[config.mk]
export PLATFORM = sky130hd
export DESIGN_NAME = dsd_strobe_decoder
export DESIGN_NICKNAME = d
export VERILOG_FILES = /design/src/rtl/dsd_pkg.sv /design/src/rtl/dsd_req_classify.sv /design/src/rtl/dsd_strobe_bank.sv /design/src/rtl/dsd_xcvr_dir.sv /design/src/rtl/dsd_strobe_decoder.sv
export SDC_FILE = /design/constraint.sdc
export NUM_CORES = 1
export LEC_CHECK = 0
export CORE_AREA = 2 2 49 51
export CTS_CLUSTER_SIZE = 16
export DETAILED_ROUTE_END_ITERATION = 10
export DIE_AREA = 0 0 51 53
export DONT_BUFFER_PORTS = 1
export GPL_ROUTABILITY_DRIVEN = 0
export SLEW_MARGIN = 20
export SYNTH_ARGS = -nofsm -noshare
export SYNTH_HDL_FRONTEND = slang
export SYNTH_SLANG_ARGS = --single-unit
[constraint.sdc]
create_clock -name clk -period 0.8 [get_ports clk]
set_input_delay 0.04 -clock clk [delete_from_list [all_inputs] [get_ports clk]]
set_output_delay 0.04 -clock clk [all_outputs]
set_load 0.005 [all_outputs]
[src/rtl/dsd_pkg.sv]
package dsd_pkg;

  typedef enum logic [1:0] {
    ACC_NONE  = 2'd0,
    ACC_READ  = 2'd1,
    ACC_WRITE = 2'd2
  } dsd_access_e;

endpackage

[src/rtl/dsd_req_classify.sv]
module dsd_req_classify
  import dsd_pkg::*;
#(
  parameter int CODE_W = 4
) (
  input  logic [CODE_W-1:0] code,
  input  logic              is_read,
  input  logic              enable,
  output dsd_access_e       kind
);

  logic addressed;

  // Code 0 is the idle code; it never reaches a device.
  assign addressed = (code != '0);

  always_comb begin
    if (!enable || !addressed) begin
      kind = ACC_NONE;
    end else if (is_read) begin
      kind = ACC_READ;
    end else begin
      kind = ACC_WRITE;
    end
  end

endmodule

[src/rtl/dsd_strobe_bank.sv]
module dsd_strobe_bank
  import dsd_pkg::*;
#(
  parameter int          CODE_W  = 4,
  parameter int          PORTS   = (1 << CODE_W) - 1,
  parameter dsd_access_e SERVES  = ACC_READ
) (
  input  logic              clk,
  input  logic              rst_n,
  input  dsd_access_e       kind,
  input  logic [CODE_W-1:0] code,
  output logic [PORTS-1:0]  strobe
);

  logic [PORTS-1:0] hit;
  logic             mine;
  logic             past_ok;

  assign mine = (kind == SERVES);

  // One comparator per port; port p answers to code p+1.
  for (genvar p = 0; p < PORTS; p++) begin : g_port
    assign hit[p] = mine && (code == CODE_W'(p + 1));
  end

  always_ff @(posedge clk or negedge rst_n) begin
    if (!rst_n) begin
      strobe <= '0;
    end else begin
      strobe <= hit;
    end
  end

  always_ff @(posedge clk or negedge rst_n) begin
    if (!rst_n) begin
      past_ok <= 1'b0;
    end else begin
      past_ok <= 1'b1;
    end
  end

  AST_BANK_ONE_HIT: assert property (@(posedge clk) disable iff (!rst_n)
    (past_ok && $past(kind == SERVES)) |-> ($countones(strobe) == 1)) else $error("bank hit count");
  AST_BANK_QUIET: assert property (@(posedge clk) disable iff (!rst_n)
    (past_ok && $past(kind != SERVES)) |-> (strobe == '0)) else $error("bank not quiet");

endmodule

[src/rtl/dsd_xcvr_dir.sv]
module dsd_xcvr_dir
  import dsd_pkg::*;
(
  input  logic        clk,
  input  logic        rst_n,
  input  dsd_access_e kind,
  output logic        drive_to_cpu
);

  // Receive is the resting state; only a decoded read turns it around.
  always_ff @(posedge clk or negedge rst_n) begin
    if (!rst_n) begin
      drive_to_cpu <= 1'b0;
    end else begin
      drive_to_cpu <= (kind == ACC_READ);
    end
  end

endmodule

[src/rtl/dsd_strobe_decoder.sv]
module dsd_strobe_decoder
  import dsd_pkg::*;
#(
  parameter int CODE_W = 4,
  localparam int PORTS = (1 << CODE_W) - 1
) (
  input  logic              clk,
  input  logic              rst_n,
  input  logic [CODE_W-1:0] sel_code,
  input  logic              sel_is_read,
  input  logic              sel_strobe,
  output logic [PORTS-1:0]  rd_strobe,
  output logic [PORTS-1:0]  wr_strobe,
  output logic              bus_drive_to_cpu
);

  dsd_access_e kind;
  logic        past_ok;

  dsd_req_classify #(.CODE_W(CODE_W)) u_classify (
    .code    (sel_code),
    .is_read (sel_is_read),
    .enable  (sel_strobe),
    .kind    (kind)
  );

  dsd_strobe_bank #(.CODE_W(CODE_W), .PORTS(PORTS), .SERVES(ACC_READ)) u_rd_bank (
    .clk    (clk),
    .rst_n  (rst_n),
    .kind   (kind),
    .code   (sel_code),
    .strobe (rd_strobe)
  );

  dsd_strobe_bank #(.CODE_W(CODE_W), .PORTS(PORTS), .SERVES(ACC_WRITE)) u_wr_bank (
    .clk    (clk),
    .rst_n  (rst_n),
    .kind   (kind),
    .code   (sel_code),
    .strobe (wr_strobe)
  );

  dsd_xcvr_dir u_xcvr (
    .clk          (clk),
    .rst_n        (rst_n),
    .kind         (kind),
    .drive_to_cpu (bus_drive_to_cpu)
  );

  always_ff @(posedge clk or negedge rst_n) begin
    if (!rst_n) begin
      past_ok <= 1'b0;
    end else begin
      past_ok <= 1'b1;
    end
  end

  AST_ONE_STROBE: assert property (@(posedge clk) disable iff (!rst_n)
    $onehot0({rd_strobe, wr_strobe})) else $error("more than one strobe");
  AST_DIR_TRACKS_READ: assert property (@(posedge clk) disable iff (!rst_n)
    bus_drive_to_cpu == (rd_strobe != '0)) else $error("direction mismatch");
  AST_CODE0_SILENT: assert property (@(posedge clk) disable iff (!rst_n)
    (past_ok && $past(sel_code == '0)) |-> ({rd_strobe, wr_strobe, bus_drive_to_cpu} == '0)) else $error("code 0 strobed");
  AST_IDLE_NO_STROBE: assert property (@(posedge clk) disable iff (!rst_n)
    (past_ok && !$past(sel_strobe)) |-> ({rd_strobe, wr_strobe, bus_drive_to_cpu} == '0)) else $error("strobe without enable");

endmodule

==> results of run 1 <==
[power by group through the flow]
| stage | Clock, mW | Sequential, mW | Combinational [mW] |
|---|---|---|---|
| floorplan | 0 | 1.62 | 0.0705 |
| global placement | 0 | 1.62 | 0.0773 |
| detailed placement | 0 | 1.62 | 0.0777 |
| CTS | 0.782 | 1.59 | 0.146 |
| global route | 0.849 | 1.59 | 0.159 |
| finish | 0.757 | 1.59 | 0.141 |
[metrics by stage]
step	power (mW)	setup slack, ns
floorplan	1.69	-0.00299
global placement	1.70	0.0477
detailed placement	1.70	0.0348
CTS	2.52	0.0335
global route	2.60	0.0170
finish	2.49	0.0509
[cell type report]
type,count,area share (%)
Tap cell,28,2.80
Sequential cell,31,62.1
Multi-Input combinational cell,44,18.0
Timing Repair Buffer,17,13.8
Clock buffer,6,3.30
[state kept, by name (all words and copies together) (netlist names)]
name,count
u_rd_bank.strobe,15
u_wr_bank.strobe,15
u_xcvr.drive_to_cpu,1
[cell usage in the layout (no fill, tap or decap), types with 2 or more instances in the layout]
cell           synthesis  final
clkbuf_4               0      5
nand2b_1               2      2
dfrtp_1               31     31
nor2_1                28     28
nor4_1                 4      4
nand4bb_1              2      2
dlygate4sd3_1          0     13
buf_4                  0      3
nand4b_1               3      3
nand2_1                2      2
[routing by layer]
metal	GRT usage, %	part of all wire [%]	vias up
li1	-	-	302
met1	19.7	43	305
met2	26.0	48	30
met3	6.78	7.2	5
met4	10.8	1.9	0
met5	0	0	-
[how the worst max path moves through the flow]
stage                                  startpoint                        endpoint  depth (start not counted)
finish              u_rd_bank.strobe[9]$_DFF_PN0_                    rd_strobe[9]                          0
global route        u_xcvr.drive_to_cpu$_DFF_PN0_                bus_drive_to_cpu                          0
CTS                 u_wr_bank.strobe[0]$_DFF_PN0_                    wr_strobe[0]                          0
detailed placement                    sel_code[0]   u_wr_bank.strobe[7]$_DFF_PN0_                          2
global placement                      sel_code[0]  u_wr_bank.strobe[11]$_DFF_PN0_                          2
floorplan                             sel_code[1]  u_wr_bank.strobe[11]$_DFF_PN0_                          3
[logic make-up after synthesis]
group                  count (synthesis)  synth area share (%)
buffers and inverters                  5                  1.97
DFF                                   31                  76.3
and+or+nand+nor                       44                  21.8
==> key figures, run 1 <==
Floorplan
  – DIE WIDTH: 51 um
  – Die height: 53 um
  – Boundary Pins: 39
  – FP Rows: 17
  – Initial core utilization: 47.4%
  – Die area: 2700 um2
  – Core box area: 2150 um2

Synthesis
  – Main area contributors after synthesis: dfrtp_1 (76%), nor2_1 (10%), nand4b_1 (2.6%)
  – Synthesized cell area: 1020 um2
  – Register area share after synthesis: 76.3%
  – Syn_nets: 88
  – Cells after synthesis: 80
  – Yosys top cell area share: 76.3%
  – Synth cell count leaders: dfrtp_1 (31), nor2_1 (28), clkbuf_1 (4), nor4_1 (4), nand4b_1 (3)
  – Yosys top cell by area: dfrtp_1
  – Async SR Flop Fraction: 100%
  – Syn_area_per_cell: 12.7 um2
  – Top FF cell, synth: dfrtp_1
  – Top-count cell post-synth: dfrtp_1
  – Synthesized flop and latch total: 31
  – Unique cell type count in the Yosys netlist: 12
  – Yosys Warn Count: 0
  – Post-synth EDFFs: 0

GRT
  – Largest net degree at the start of global routing: 32
  – Global router's overall resource usage: 16.9%
  – Vias in the first global route: 665
  – First-pass GRT wire length: 3.11 mm
  – Initial antenna violation count: 0
  – Grt total ovfl: 0

STA
  – Worst hold slack: -0.215 ns
  – Setup TNS: 0 ns
  – F_max: 1330 MHz
  – Final setup violation count: 0
  – Transition time of the tightest slew-check pin: 0.325 ns
  – Max_slew headroom: 78.3%
  – Fin. Hold Viols: 9
  – Period Utilization, post-route: 93.6%
  – RSZ-0062 raised after global routing: false
  – Final min period: 0.749 ns
  – Max-slew violations: 0

Route
  – DRT iter0 DRCs: 0
  – DR vias: 642
  – Vias per cell: 5.10
  – DR pass1 iterations: 1
  – DRC violations left: 0
  – Antenna-violating nets left: 0
  – WL/cell: 15.2 um
  – Total Wirelength: 1.92 mm

Worst setup path
  – Crit path required time: 0.76 ns
  – CP Launch Type: register
  – Crit path capture type: output pin
  – Setup CP Type: register to output pin
  – Arrival @ worst endpoint: 0.71 ns
  – CP Max Fanout: 1

Clock tree
  – Post-CTS setup buffer count: 0
  – Clk slew on worst S/H paths: 0.08 ns
  – Cts hold-fix bufs: 14
  – Maximum clock path buffer count: 2
  – H-tree depth: 2
  – CTS tree: done
  – Post-CTS sizing: 0
  – CTS root buffer: clkbuf_4
  – Clock Sinks: 31
  – Num CTS Buffers: 5

Status
  – Failing checks: negative hold slack
  – Status: complete, but fails checks

Finish
  – Reg area: 776 um2
  – Post-route cell area: 1250 um2
  – Fill cell count: 194
  – N_diodes: 0
  – Final net count: 107
  – Layout overhead on the synthesized area: 22.9%
  – Final Core Density: 58.2%
  – Fin cells: 126
  – Multi-input gate area: 225 um2
  – Layout cells sized above 1: 11.2%

Pwr
  – Switching power total: 531 uW
  – Reg power frac: 63.9%
  – Power Density: 1990 nW/um2
  – Logic gate share of total power: 5.7%
  – P_int: 1.96 mW
  – Max IR drop VDD: 1.15 mV
  – Clock power frac: 30.4%
  – Pleak: 0.585 nW
  – Switching share of power: 21.3%

Placed design
  – Placed insts: 106
  – DP Area: 1060 um2
  – IO Port Bufs: 0
  – Post-DP HPWL: 1.28 mm

Worst hold path
  – Endpoint, Worst Hold: u_rd_bank.strobe[11]$_DFF_PN0_
  – WHS Path Cells: 1
  – Min-delay worst type: primary input to register
  – Hold path startpoint: sel_code[1]

Run
  – Max-cap violation count: 0
No activity file was read; power rests on OpenSTA's default activity.
==> run 2: changes to the inputs <==
==> constraint.sdc (replaced) <==
create_clock -name clk -period 0.8 [get_ports clk]
set_input_delay 0.12 -clock clk [delete_from_list [all_inputs] [get_ports clk]]
set_output_delay 0.12 -clock clk [all_outputs]
set_load 0.005 [all_outputs]
==> key figures, run 2 (synthesis results as in run 1) <==
Status
  – Status: complete, but fails checks
  – Failing checks: negative hold slack, negative setup slack

Clock tree
  – CTS root buffer: clkbuf_4
  – Clk slew on worst S/H paths: 0.10 ns (+0.02 ns)
  – Num CTS Buffers: 5 (unchanged)
  – Maximum clock path buffer count: 2 (unchanged)
  – Post-CTS setup buffer count: 0 (unchanged)
  – H-tree depth: 2 (unchanged)
  – CTS tree: done
  – Clock Sinks: 31 (unchanged)

Floorplan
  – DIE WIDTH: 51 um (unchanged)
  – Boundary Pins: 39 (unchanged)
  – Core box area: 2150 um2 (unchanged)
  – FP Rows: 17 (unchanged)
  – Initial core utilization: 47.4% (unchanged)
  – Die height: 53 um (unchanged)
  – Die area: 2700 um2 (unchanged)

Placed design
  – IO Port Bufs: 0 (unchanged)
  – Post-DP HPWL: 1.30 mm (+2.1%)

Worst setup path
  – CP Launch Type: register
  – Crit path capture type: output pin
  – CP Max Fanout: 1 (unchanged)
  – Arrival @ worst endpoint: 0.74 ns (+0.03 ns)
  – Crit path required time: 0.68 ns (-0.08 ns)
  – Crit path depth: 0 (unchanged)
  – Setup CP Type: register to output pin

STA
  – Worst hold slack: -0.538 ns (-0.324 ns)
  – Final setup violation count: 31 (+31)
  – Fin. Hold Viols: 37 (+28)
  – F_max: 1160 MHz (-13%)
  – Max_slew headroom: 85.2% (+6.9 points)
  – Final min period: 0.863 ns (+0.114 ns)
  – Max-slew violations: 0 (unchanged)
  – RSZ-0062 raised after global routing: true
  – Final Worst Setup Slack: -0.0629 ns (-0.114 ns)
  – Period Utilization, post-route: 108% (+14 points)
  – Setup TNS: -1.47 ns (-1.47 ns)
  – Transition time of the tightest slew-check pin: 0.220 ns (-0.105 ns)

Finish
  – N_diodes: 0 (unchanged)
  – Commonest non-fill, non-tap cell in the layout: dfrtp_1
  – Layout cells sized above 1: 19.1% (+7.9 points)
  – Largest registers: u_rd_bank.strobe x15, u_wr_bank.strobe x15, u_xcvr.drive_to_cpu x1
  – Layout overhead on the synthesized area: 22.3%
  – Most frequent cells in the layout: dfrtp_1 (31), nor2_1 (28), dlygate4sd3_1 (7), clkbuf_4 (5), buf_4 (4)
  – Final net count: 101 (-5.6%)

Pwr
  – Max IR drop VDD: 1.21 mV (+5.8%)
  – Power Density: 2380 nW/um2 (+20%)
  – Pleak: 0.587 nW (+0.27%)

Run
  – Max-cap violation count: 0 (unchanged)

Route
  – DR pass1 iterations: 4 (+3)
  – WL/cell: 16.6 um (+9.2%)
  – DRT iter0 DRCs: 5 (+5)
  – DR vias: 640 (-0.31%)
  – Vias per cell: 5.25 (+3.0%)
  – Antenna-violating nets left: 0 (unchanged)
  – DRC violations left: 0 (unchanged)
  – Total Wirelength: 2.03 mm (+5.7%)

GRT
  – First-pass GRT wire length: 3.12 mm (+0.23%)
  – Vias in the first global route: 636 (-4.4%)
  – Global router's overall resource usage: 17.8% (+0.83 points)
  – Initial antenna violation count: 0 (unchanged)
  – Largest net degree at the start of global routing: 32 (unchanged)
  – Grt total ovfl: 0 (unchanged)

Worst hold path
  – Min-delay worst type: primary input to async pin
## run 2: final timing paths
path / from / to / slack [ns]
min: rst_n / u_wr_bank.strobe[3]$_DFF_PN0_ / -0.54
min in group clk: sel_code[0] / u_rd_bank.strobe[3]$_DFF_PN0_ / -0.18
max: u_rd_bank.strobe[7]$_DFF_PN0_ / rd_strobe[7] / -0.06
max in group asynchronous: rst_n / u_rd_bank.strobe[5]$_DFF_PN0_ / 1.26
## run 2: area by class of cell
cell class	instances	area, um2
Fill cell	199	905
Sequential cell	31	776
Multi-Input combinational cell	44	246
Timing Repair Buffer	11	100
Clock buffer	6	51.3
Clock inverter	2	35.0
Tap cell	28	35.0
## run 2: per-stage QoR
stage / setup slack [ns] / utilization (%) / instance area, um2 / total power [mW] / cells
final: -0.0629 / 57.9 / 1240 / 2.96 / 122
after global routing: -0.101 / 57.9 / 1240 / 3.06 / 122
after CTS: -0.0769 / 57.4 / 1230 / 2.98 / 123
after detailed placement: -0.0313 / 49.6 / 1070 / 1.70 / 107
after global placement: -0.0254 / 49.6 / 1070 / 1.70 / 107
after floorplan: -0.0830 / - / 1030 / 1.69 / 80
## run 2: layer usage
metal  part of all wire, %  routed length [um]  global-route usage, %  up-vias
met5                     0                   0                      0        -
met4                   3.3                  67                   14.9        0
met3                   8.3                 168                   7.34        8
met2                    50                1020                   27.9       34
met1                    38                 768                   18.5      313
li1                      -                   -                      -      285
## run 2: where the power goes
group          switching, mW  internal, mW  leakage [nW]
combinational         0.0496        0.0468         0.108
clock                  0.535         0.738        0.0482
sequential           0.00922          1.58         0.430
total                  0.594          2.37         0.587
## run 2: repair_timing
item,in CTS,in global routing
gates cloned,0,0
setup endpoints to repair,31,34
pin swaps,0,1
gates resized for setup,0,4
hold endpoints to repair,39,38
hold buffers,8,1
